===== src/rtl/ipu_pkg.sv =====
package ipu_pkg;
  localparam int PRIO_W = 8;
  localparam int SRC_W  = 24;
  localparam int WORD_W = PRIO_W + SRC_W;
  localparam logic [PRIO_W-1:0] PRIO_NONE = '1;

  typedef struct packed {
    logic [PRIO_W-1:0] cppr;   // current processor priority
    logic [SRC_W-1:0]  xisr;   // pending source number, 0 = none
    logic [PRIO_W-1:0] pprio;  // priority of the pending source
    logic [PRIO_W-1:0] mfrr;   // inter-processor request level
  } ipu_state_t;

  typedef enum logic [2:0] {
    OP_NONE, OP_ACCEPT, OP_EOI, OP_CPPR, OP_IPI
  } ipu_op_e;

  // An offer is refused when not strictly better than the processor level,
  // or when something at least as favored is already pending.
  function automatic logic offer_loses(input logic [PRIO_W-1:0] cppr,
                                       input logic [SRC_W-1:0]  xisr,
                                       input logic [PRIO_W-1:0] pprio,
                                       input logic [PRIO_W-1:0] prio);
    return (prio >= cppr) || ((xisr != '0) && (pprio <= prio));
  endfunction

  // The IPI leaves the pending entry alone when that entry is at least as good.
  function automatic logic ipi_yields(input logic [SRC_W-1:0]  xisr,
                                      input logic [PRIO_W-1:0] pprio,
                                      input logic [PRIO_W-1:0] mfrr);
    return (xisr != '0) && (pprio <= mfrr);
  endfunction

  function automatic logic cppr_evicts(input logic [PRIO_W-1:0] old_p,
                                       input logic [PRIO_W-1:0] new_p,
                                       input logic [SRC_W-1:0]  xisr,
                                       input logic [PRIO_W-1:0] pprio);
    return (new_p < old_p) && (xisr != '0) && (new_p <= pprio);
  endfunction
endpackage


===== src/rtl/ipu_op_stage.sv =====
module ipu_op_stage
  import ipu_pkg::*;
#(
  parameter int IPI_SRC = 2
) (
  input  ipu_state_t          st_in,
  input  ipu_op_e             op,
  input  logic [WORD_W-1:0]   eoi_word,
  input  logic [PRIO_W-1:0]   cppr_data,
  input  logic [PRIO_W-1:0]   ipi_data,
  output ipu_state_t          st_out,
  output logic                acc_valid,
  output logic [WORD_W-1:0]   acc_word,
  output logic                rej_valid,
  output logic [SRC_W-1:0]    rej_src,
  output logic                eoi_valid,
  output logic [SRC_W-1:0]    eoi_src,
  output logic                resend,
  output logic                evict_ev,
  output logic                ipi_latch_ev
);
  localparam logic [SRC_W-1:0] IPI_NUM = SRC_W'(IPI_SRC);

  logic do_ipi;

  always_comb begin
    st_out       = st_in;
    acc_valid    = 1'b0;
    acc_word     = '0;
    rej_valid    = 1'b0;
    rej_src      = '0;
    eoi_valid    = 1'b0;
    eoi_src      = '0;
    resend       = 1'b0;
    evict_ev     = 1'b0;
    ipi_latch_ev = 1'b0;
    do_ipi       = 1'b0;

    case (op)
      OP_ACCEPT: begin
        acc_valid    = 1'b1;
        acc_word     = {st_in.cppr, st_in.xisr};
        st_out.cppr  = st_in.pprio;
        st_out.xisr  = '0;
        st_out.pprio = PRIO_NONE;
      end
      OP_EOI: begin
        st_out.cppr = eoi_word[WORD_W-1:SRC_W];
        eoi_valid   = 1'b1;
        eoi_src     = eoi_word[SRC_W-1:0];
        resend      = (st_in.xisr == '0);
      end
      OP_CPPR: begin
        st_out.cppr = cppr_data;
        if (cppr_evicts(st_in.cppr, cppr_data, st_in.xisr, st_in.pprio)) begin
          evict_ev     = 1'b1;
          rej_valid    = 1'b1;
          rej_src      = st_in.xisr;
          st_out.xisr  = '0;
          st_out.pprio = PRIO_NONE;
        end else if ((cppr_data >= st_in.cppr) && (st_in.xisr == '0)) begin
          resend = 1'b1;
        end
      end
      OP_IPI: begin
        st_out.mfrr = ipi_data;
        do_ipi      = (ipi_data < st_in.cppr);
      end
      default: ;
    endcase

    if (resend && (st_out.mfrr < st_out.cppr)) do_ipi = 1'b1;

    if (do_ipi && !ipi_yields(st_out.xisr, st_out.pprio, st_out.mfrr)) begin
      if (st_out.xisr != '0) begin
        rej_valid = 1'b1;
        rej_src   = st_out.xisr;
      end
      st_out.xisr  = IPI_NUM;
      st_out.pprio = st_out.mfrr;
      ipi_latch_ev = 1'b1;
    end
  end
endmodule


===== src/rtl/ipu_offer_stage.sv =====
module ipu_offer_stage
  import ipu_pkg::*;
(
  input  ipu_state_t        st_in,
  input  logic              offer_valid,
  input  logic [SRC_W-1:0]  offer_src,
  input  logic [PRIO_W-1:0] offer_prio,
  output ipu_state_t        st_out,
  output logic              rej_valid,
  output logic [SRC_W-1:0]  rej_src,
  output logic              take_ev
);
  always_comb begin
    st_out    = st_in;
    rej_valid = 1'b0;
    rej_src   = '0;
    take_ev   = 1'b0;
    if (offer_valid) begin
      if (offer_loses(st_in.cppr, st_in.xisr, st_in.pprio, offer_prio)) begin
        rej_valid = 1'b1;
        rej_src   = offer_src;
      end else begin
        if (st_in.xisr != '0) begin
          rej_valid = 1'b1;
          rej_src   = st_in.xisr;
        end
        st_out.xisr  = offer_src;
        st_out.pprio = offer_prio;
        take_ev      = 1'b1;
      end
    end
  end
endmodule


===== src/rtl/intr_present_unit.sv =====
module intr_present_unit
  import ipu_pkg::*;
#(
  parameter int IPI_SRC = 2
) (
  input  logic              clk,
  input  logic              rst_n,
  input  logic              offer_valid,
  input  logic [SRC_W-1:0]  offer_src,
  input  logic [PRIO_W-1:0] offer_prio,
  input  logic              accept_req,
  input  logic              eoi_req,
  input  logic [WORD_W-1:0] eoi_word,
  input  logic              cppr_wr,
  input  logic [PRIO_W-1:0] cppr_data,
  input  logic              ipi_wr,
  input  logic [PRIO_W-1:0] ipi_data,
  output logic              irq_out,
  output logic [WORD_W-1:0] pend_word,
  output logic [PRIO_W-1:0] ipi_level,
  output logic              acc_valid,
  output logic [WORD_W-1:0] acc_word,
  output logic              rej_op_valid,
  output logic [SRC_W-1:0]  rej_op_src,
  output logic              rej_off_valid,
  output logic [SRC_W-1:0]  rej_off_src,
  output logic              eoi_out_valid,
  output logic [SRC_W-1:0]  eoi_out_src,
  output logic              resend_req
);
  ipu_state_t        st_q, st_mid, st_fin;
  ipu_op_e           op;
  logic              op_acc_v, op_rej_v, op_eoi_v, op_resend;
  logic [WORD_W-1:0] op_acc_w;
  logic [SRC_W-1:0]  op_rej_s, op_eoi_s, off_rej_s;
  logic              evict_ev, ipi_latch_ev, take_ev, off_rej_v;
  logic              irq_nxt;
  logic [PRIO_W-1:0] pend_prio;

  // fixed precedence among processor operations
  always_comb begin
    if (accept_req)   op = OP_ACCEPT;
    else if (eoi_req) op = OP_EOI;
    else if (cppr_wr) op = OP_CPPR;
    else if (ipi_wr)  op = OP_IPI;
    else              op = OP_NONE;
  end

  ipu_op_stage #(.IPI_SRC(IPI_SRC)) u_op (
    .st_in(st_q), .op(op), .eoi_word(eoi_word), .cppr_data(cppr_data),
    .ipi_data(ipi_data), .st_out(st_mid), .acc_valid(op_acc_v),
    .acc_word(op_acc_w), .rej_valid(op_rej_v), .rej_src(op_rej_s),
    .eoi_valid(op_eoi_v), .eoi_src(op_eoi_s), .resend(op_resend),
    .evict_ev(evict_ev), .ipi_latch_ev(ipi_latch_ev)
  );

  ipu_offer_stage u_offer (
    .st_in(st_mid), .offer_valid(offer_valid), .offer_src(offer_src),
    .offer_prio(offer_prio), .st_out(st_fin), .rej_valid(off_rej_v),
    .rej_src(off_rej_s), .take_ev(take_ev)
  );

  // line follows events: dropped by accept or eviction, raised by any latch
  always_comb begin
    irq_nxt = irq_out;
    if (op == OP_ACCEPT || evict_ev) irq_nxt = 1'b0;
    if (ipi_latch_ev || take_ev)     irq_nxt = 1'b1;
  end

  always_ff @(posedge clk) begin
    if (!rst_n) begin
      st_q          <= '{cppr: '0, xisr: '0, pprio: PRIO_NONE, mfrr: PRIO_NONE};
      irq_out       <= 1'b0;
      acc_valid     <= 1'b0;
      acc_word      <= '0;
      rej_op_valid  <= 1'b0;
      rej_op_src    <= '0;
      rej_off_valid <= 1'b0;
      rej_off_src   <= '0;
      eoi_out_valid <= 1'b0;
      eoi_out_src   <= '0;
      resend_req    <= 1'b0;
    end else begin
      st_q          <= st_fin;
      irq_out       <= irq_nxt;
      acc_valid     <= op_acc_v;
      acc_word      <= op_acc_w;
      rej_op_valid  <= op_rej_v;
      rej_op_src    <= op_rej_s;
      rej_off_valid <= off_rej_v;
      rej_off_src   <= off_rej_s;
      eoi_out_valid <= op_eoi_v;
      eoi_out_src   <= op_eoi_s;
      resend_req    <= op_resend;
    end
  end

  assign pend_word = {st_q.cppr, st_q.xisr};
  assign pend_prio = st_q.pprio;
  assign ipi_level = st_q.mfrr;
endmodule


===== config.mk =====
export PLATFORM = sky130hd
export DESIGN_NAME = intr_present_unit
export DESIGN_NICKNAME = d
export VERILOG_FILES = /design/src/rtl/ipu_pkg.sv /design/src/rtl/ipu_op_stage.sv /design/src/rtl/ipu_offer_stage.sv /design/src/rtl/intr_present_unit.sv
export SDC_FILE = /design/constraint.sdc
export NUM_CORES = 1
export LEC_CHECK = 0
export ABC_AREA = 1
export CAP_MARGIN = 15
export CORE_MARGIN = 3
export CORE_UTILIZATION = 51
export CTS_BUF_LIST = sky130_fd_sc_hd__clkbuf_8
export DETAILED_ROUTE_END_ITERATION = 12
export GPL_TIMING_DRIVEN = 0
export PLACE_DENSITY = 0.92
export SYNTH_ARGS = -nofsm -noshare
export SYNTH_HDL_FRONTEND = slang
export SYNTH_SLANG_ARGS = --single-unit

===== constraint.sdc =====
create_clock -name clk -period 9.25 [get_ports clk]
set_input_delay 2.3125 -clock clk [delete_from_list [all_inputs] [get_ports clk]]
set_output_delay 2.3125 -clock clk [all_outputs]
set_load 0.05 [all_outputs]

==> reports/metrics.yaml, run 1 <==
run_status:
  status: "finished, final reports clean"
global_route:
  grt_max_degree: 17
  gr-total-overflow: 0
  grt_pass1_wl_mm: 35.7
  grtUsageTotal: 0.306
  antenna_found_initial: 0
  grt_pass1_vias: 7010
sta:
  skew_ps: 10.4
  slew_viol_final: 0
  fmax_mhz: 128
  setup_viol: 0
  worst_slew_pin_slew_ps: 958
  rsz0062_at_grt: "no"
  timing.hold.ws_ps: 525
  finalHoldViolCount: 0
  min_period_ps: 7840
  relSlewSlack: 0.356
  post-route-period-util: 0.848
  setup_tns_ps: 0
routing:
  antenna_left: 0
  drcViolationCount: 0
  vias: 7348
  firstDrtPassIters: 6
  wirelength_mm: 23.2
  avgViaCountPerCell: 5.31
  first_iter_violations: 765
  wl_per_cell_um: 16.8
pwr:
  total_leakage_power_nw: 4.58
  peakVddDrop_v: 0.000146
  power_density_mw_per_mm2: 205
  power_mw: 2.03
die:
  coreArea_mm2: 0.0133
  rows: 42
  io_pins: 237
  start_util: 0.524
  die-area_mm2: 0.0151
  die_y_um: 123
  die_x_um: 123
clock_tree:
  cts_resized: 0
  clk_pin_slew_ps: 90
  hold_buffers: 0
  cts_sinks: 158
  tritoncts: "done"
  clk_latency_ps: 470
  cts_setup_buffers: 0
  clk_path_buf_depth: 2
  htreeDepth: 4
  cts_root_buf: "clkbuf_8"
  cts_buffers: 17
synth:
  async_flop_share: 0
  netlist_area_mm2: 0.00696
  synth_seq_cells: 158
  synth.area.top_cells: "dfxtp_1 45%, nand2_1 12%, ha_1 9.7%"
  syn_nets: 1083
  synth_area_per_cell_um2: 7.39
  synth.most_common_cell: "nand2_1"
  synth-warning-count: 0
  synth_area_leader_cell: "dfxtp_1"
  synth_edf_count: 0
  synth_cells: 942
  ys_seq_area_frac: 0.454
  synthFlopType: "dfxtp_1"
  synth.distinct_cells: 33
  synth_common_cells: "217 x nand2_1, 168 x nor2_1, 158 x dfxtp_1"
  synth_top_area_frac: 0.454
place:
  gp_congestion: 0.954
  dpl_cell_area_mm2: 0.00953
  hpwl_mm: 17.9
  port_buffers: 234
setup_path:
  ff2ff_path_depth: 36
  required_ps: 9650
  cp-startpoint: "cppr_data[5]"
  endpoint_kind: "register"
  startpoint_type: "input pin"
  slowest_delay_ps: 480
  cp_top_family: "simple AND/OR/NAND/NOR gates"
  timing.reg2reg.setup_slack_ps: 3340
  setup.worst_path.class: "in -> reg"
  regToRegStartpoint: "pend_word[31]"
  crit_cells: 36
  cpMostUsedCell: "nand2_1"
  slowest_stage: "clkdlybuf4s50_1"
  arrival_ps: 8240
  path_buf_inv: 6
  crit_path_max_fanout: 10
  worstReg2RegEnd: "pend_word[10]"
  endpoint: "pend_word[10]"
final_layout:
  drive_gt1_frac: 0.0505
  syn_to_final_growth_pct: 42.4
  final_util: 0.746
  n_antenna_cell: 0
  nets: 1336
  postLayoutCellArea_mm2: 0.00992
hold_path:
  hold_class: "reg -> reg"
run:
  drv_cap: 0
per-stage QoR:
step	setup WS, ps	std cells
CTS	1600	1384
finish	1410	1384
global placement	1390	1352
global route	1040	1384
detailed placement	1230	1352
floorplan	2830	942
tightest hold or removal path, delay by kind of cell, from the launching register on:
| family | cells | cell delay (ps) |
|---|---|---|
| DFF | 1 | 360 |
| buffers and inverters | 1 | 90 |
| and+or+nand+nor | 1 | 40 |
layout make-up:
type | instances | area (µm²)
flip-flops and latches | 158 | 3160
plain buffers | 39 | 200
repair buffers | 234 | 2340
well taps | 176 | 220
inverters | 126 | 473
multi-input cells | 619 | 3130
fillers | 929 | 3380
clock buffers | 17 | 234
clock inverters | 15 | 156
power breakdown:
part / switching (mW) / leakage, nW / internal, mW / total (mW)
combinational: 0.506 / 3.10 / 0.254 / 0.760
clock: 0.283 / 0.192 / 0.221 / 0.504
sequential: 0.0311 / 1.29 / 0.736 / 0.767
registers in the layout, summed over array words and instances, names as in the netlist:
| signal | cells |
|---|---|
| irq_out | 1 |
| rej_op_src | 24 |
| pend_word | 32 |
| resend_req | 1 |
| rej_off_valid | 1 |
| rej_off_src | 24 |
| eoi_out_valid | 1 |
| eoi_out_src | 24 |
| rej_op_valid | 1 |
| acc_word | 32 |
| pend_prio | 8 |
| ipi_level | 8 |
| acc_valid | 1 |
per-layer routing:
| metal | track usage | routed length [µm] |
|---|---|---|
| met3 | 0.0940 | 2660 |
| met2 | 0.496 | 10600 |
| met5 | 0 | 0 |
| met1 | 0.373 | 8840 |
| met4 | 0.141 | 1150 |
worst min-delay path by stage:
stage / start / endpoint / slack, ps / cells after the start
after floorplan: pend_prio[1] / pend_word[25] / 660 / 4
after global placement: pend_word[4] / rej_op_src[4] / 510 / 2
after detailed placement: pend_word[4] / rej_op_src[4] / 520 / 2
after CTS: pend_word[4] / rej_op_src[4] / 520 / 2
after global routing: pend_word[4] / rej_op_src[4] / 540 / 2
final: pend_word[1] / rej_op_src[1] / 530 / 2
placed cells by master (no fill, tap or decap), drive strengths merged, types with 3 or more instances in the layout:
master,n
buf,17
clkdlybuf4s50,234
inv,133
nand3,40
clkinv,4
nor3,6
nand2,222
nand4,7
nand3b,9
dfxtp,158
a21oi,64
o211ai,4
o21ai,32
nor2,171
clkinvlp,3
clkbuf,39
ha,54
logic make-up after synthesis:
| group | share of synthesized area |
|---|---|
| and+or+nand+nor | 0.268 |
| buffers and inverters | 0.0967 |
| DFF | 0.454 |
| AOI/OAI and AO/OA | 0.0837 |
| adders and majority gates | 0.0970 |
Note: power is estimated with default switching activity, not from simulation.
==> run 2, diff against run 1 <==
- CORE_UTILIZATION: 51 -> 43
- PLACE_DENSITY: 0.92 -> 0.83
- clock period: 9.25 -> 6.8 ns (I/O delays scaled with it)
==> run 2 against run 1 <==
Die area increased by 18%. Hold slack got worse by 8.4 ps. Highest routed layer unchanged. Sequential share of layout area decreased by 0.40 points. Sequential power increased by 36%. Clock power increased by 37%. Via count decreased by 4.3%. Sequential cell count unchanged. Register-to-register slack got worse by 1700 ps.
==> reports/metrics.yaml, run 2 (synthesized netlist as in run 1, its figures left out) <==
run_status:
  status: "finished, final reports clean"
routing:
  avgViaCountPerCell: 4.95  # -6.8%
  antenna_left: 0  # unchanged
  wirelength_mm: 22.9  # -1.1%
  vias: 7032  # -4.3%
  drcViolationCount: 0  # unchanged
  wl_per_cell_um: 16.1  # -3.7%
  firstDrtPassIters: 6  # unchanged
  first_iter_violations: 543  # -29%
sta:
  fin_ws_ps: 373  # -1040 ps
  min_period_ps: 6430
  fmax_mhz: 156
  post-route-period-util: 0.945
  slew_viol_final: 0  # unchanged
  worst_slew_pin_slew_ps: 673  # -285 ps
  setup_viol: 0  # unchanged
  skew_ps: 12.6  # +2.24 ps
  finalHoldViolCount: 0  # unchanged
  relSlewSlack: 0.546  # +0.190
clock_tree:
  tritoncts: "done"
  hold_buffers: 0  # unchanged
  cts_root_buf: "clkbuf_8"
  clk_path_buf_depth: 2  # unchanged
  clk_latency_ps: 450  # -20 ps
  htreeDepth: 4  # unchanged
  cts_sinks: 158  # unchanged
  clk_pin_slew_ps: 90  # about the same
  cts_buffers: 17  # unchanged
final_layout:
  multi_input_area_mm2: 0.00316  # +1.0%
  fillerInstances: 1313  # +41%
  regArea_mm2: 0.00316  # unchanged
  final_common_cell: "clkdlybuf4s50_1"
  nets: 1338  # +0.15%
  drive_gt1_frac: 0.0636  # +0.0131
  final_util: 0.646  # -0.0996
  n_antenna_cell: 0  # unchanged
  layout_common_cells: "233 x clkdlybuf4s50_1, 215 x nand2_1, 164 x nor2_1, 158 x dfxtp_1, 124 x inv_1"
  syn_to_final_growth_pct: 44.2
setup_path:
  crit_path_max_fanout: 19  # +9
  cpMostUsedCell: "nand2_1"
  required_ps: 7090  # -2560 ps
  startpoint_type: "input pin"
  arrival_ps: 6720  # -1520 ps
  slowest_stage: "clkdlybuf4s50_1"
  setup.worst_path.class: "in -> reg"
  endpoint_kind: "register"
  slowest_delay_ps: 480  # about the same
pwr:
  power_density_mw_per_mm2: 276  # +35%
  total_leakage_power_nw: 4.63  # +1.0%
  peakVddDrop_v: 0.000174  # +19%
die:
  io_pins: 237  # unchanged
  coreArea_mm2: 0.0155  # +17%
  die_x_um: 133  # +8.5%
  rows: 45  # +7.1%
  die_y_um: 133  # +8.5%
  die-area_mm2: 0.0178  # +18%
  start_util: 0.448  # -0.0757
global_route:
  grt_pass1_wl_mm: 36.3  # +1.5%
  grt_max_degree: 20  # +3
  grtUsageTotal: 0.257  # -0.0492
  grt_pass1_vias: 6878  # -1.9%
  gr-total-overflow: 0  # unchanged
  antenna_found_initial: 0  # unchanged
place:
  hpwl_mm: 18.2  # +1.5%
  gp_congestion: 0.931  # -2.5%
  port_buffers: 234  # unchanged
  place_ws_ps: -592  # -1820 ps
hold_path:
  hold_class: "reg -> reg"
run:
  drv_cap: 0  # unchanged
## run 2: stage by stage
stage / power (mW) / std cells / instance area (µm²) / hold WS (ps) / TNS, ps
3_5_place_dp: 2.06 / 1387 / 9570 / 502 / -29290
5_1_grt: 2.92 / 1421 / 10000 / 547 / -105
3_3_place_gp: 2.05 / 1387 / 9570 / 493 / -22180
6_report: 2.77 / 1421 / 10000 / 517 / 0
4_1_cts: 2.76 / 1418 / 9960 / 522 / 0
2_1_floorplan: 1.72 / 942 / 6960 / 655 / 0
## run 2: final timing paths
check,slack (ps),cells past startpoint,to,start
worst max register to register,1670,37,pend_prio[1],pend_word[25]
worst min-delay path,520,2,acc_word[28],pend_word[28]
worst min register to register,520,2,acc_word[28],pend_word[28]
worst max-delay path,370,35,pend_prio[1],cppr_data[5]
## run 2: critical path: cells and delay by family
kind                     cells  cell delay, ps
buffers and inverters        6            1340
adder cells (fa/ha/maj)      3             860
AO/OA/AOI/OAI                8            1030
AND/OR/NAND/NOR             18            1800
## run 2: what timing repair did
item / CTS / global route
setup buffers: 0 / 3
setup endpoints to repair: 51 / 57
pin swaps: 0 / 5
gates resized for setup: 2 / 27
## run 2: layout make-up
type                       instances  area share
inverter                         126      0.0471
clock buffer                      18      0.0247
sequential                       158       0.315
buffer                            38      0.0222
clock inverter                    14      0.0145
timing repair buffer             237       0.236
tap                              211      0.0263
multi-input combinational        619       0.315
## run 2: metal layers
metal | wire length (µm) | part of all wire | vias to the layer above | global-route usage
met5 | 0 | 0 | - | 0
met4 | 489 | 0.021 | 0 | 0.0726
met3 | 2010 | 0.088 | 32 | 0.0642
met2 | 10800 | 0.47 | 369 | 0.431
met1 | 9680 | 0.42 | 3178 | 0.330
li1 | - | - | 3453 | -
## run 2: power breakdown
part           leakage (nW)  internal (mW)  total [mW]  switching, mW
clock network         0.202          0.313       0.692          0.379
logic                  3.14          0.355        1.04          0.681
registers              1.29           1.00        1.04         0.0409
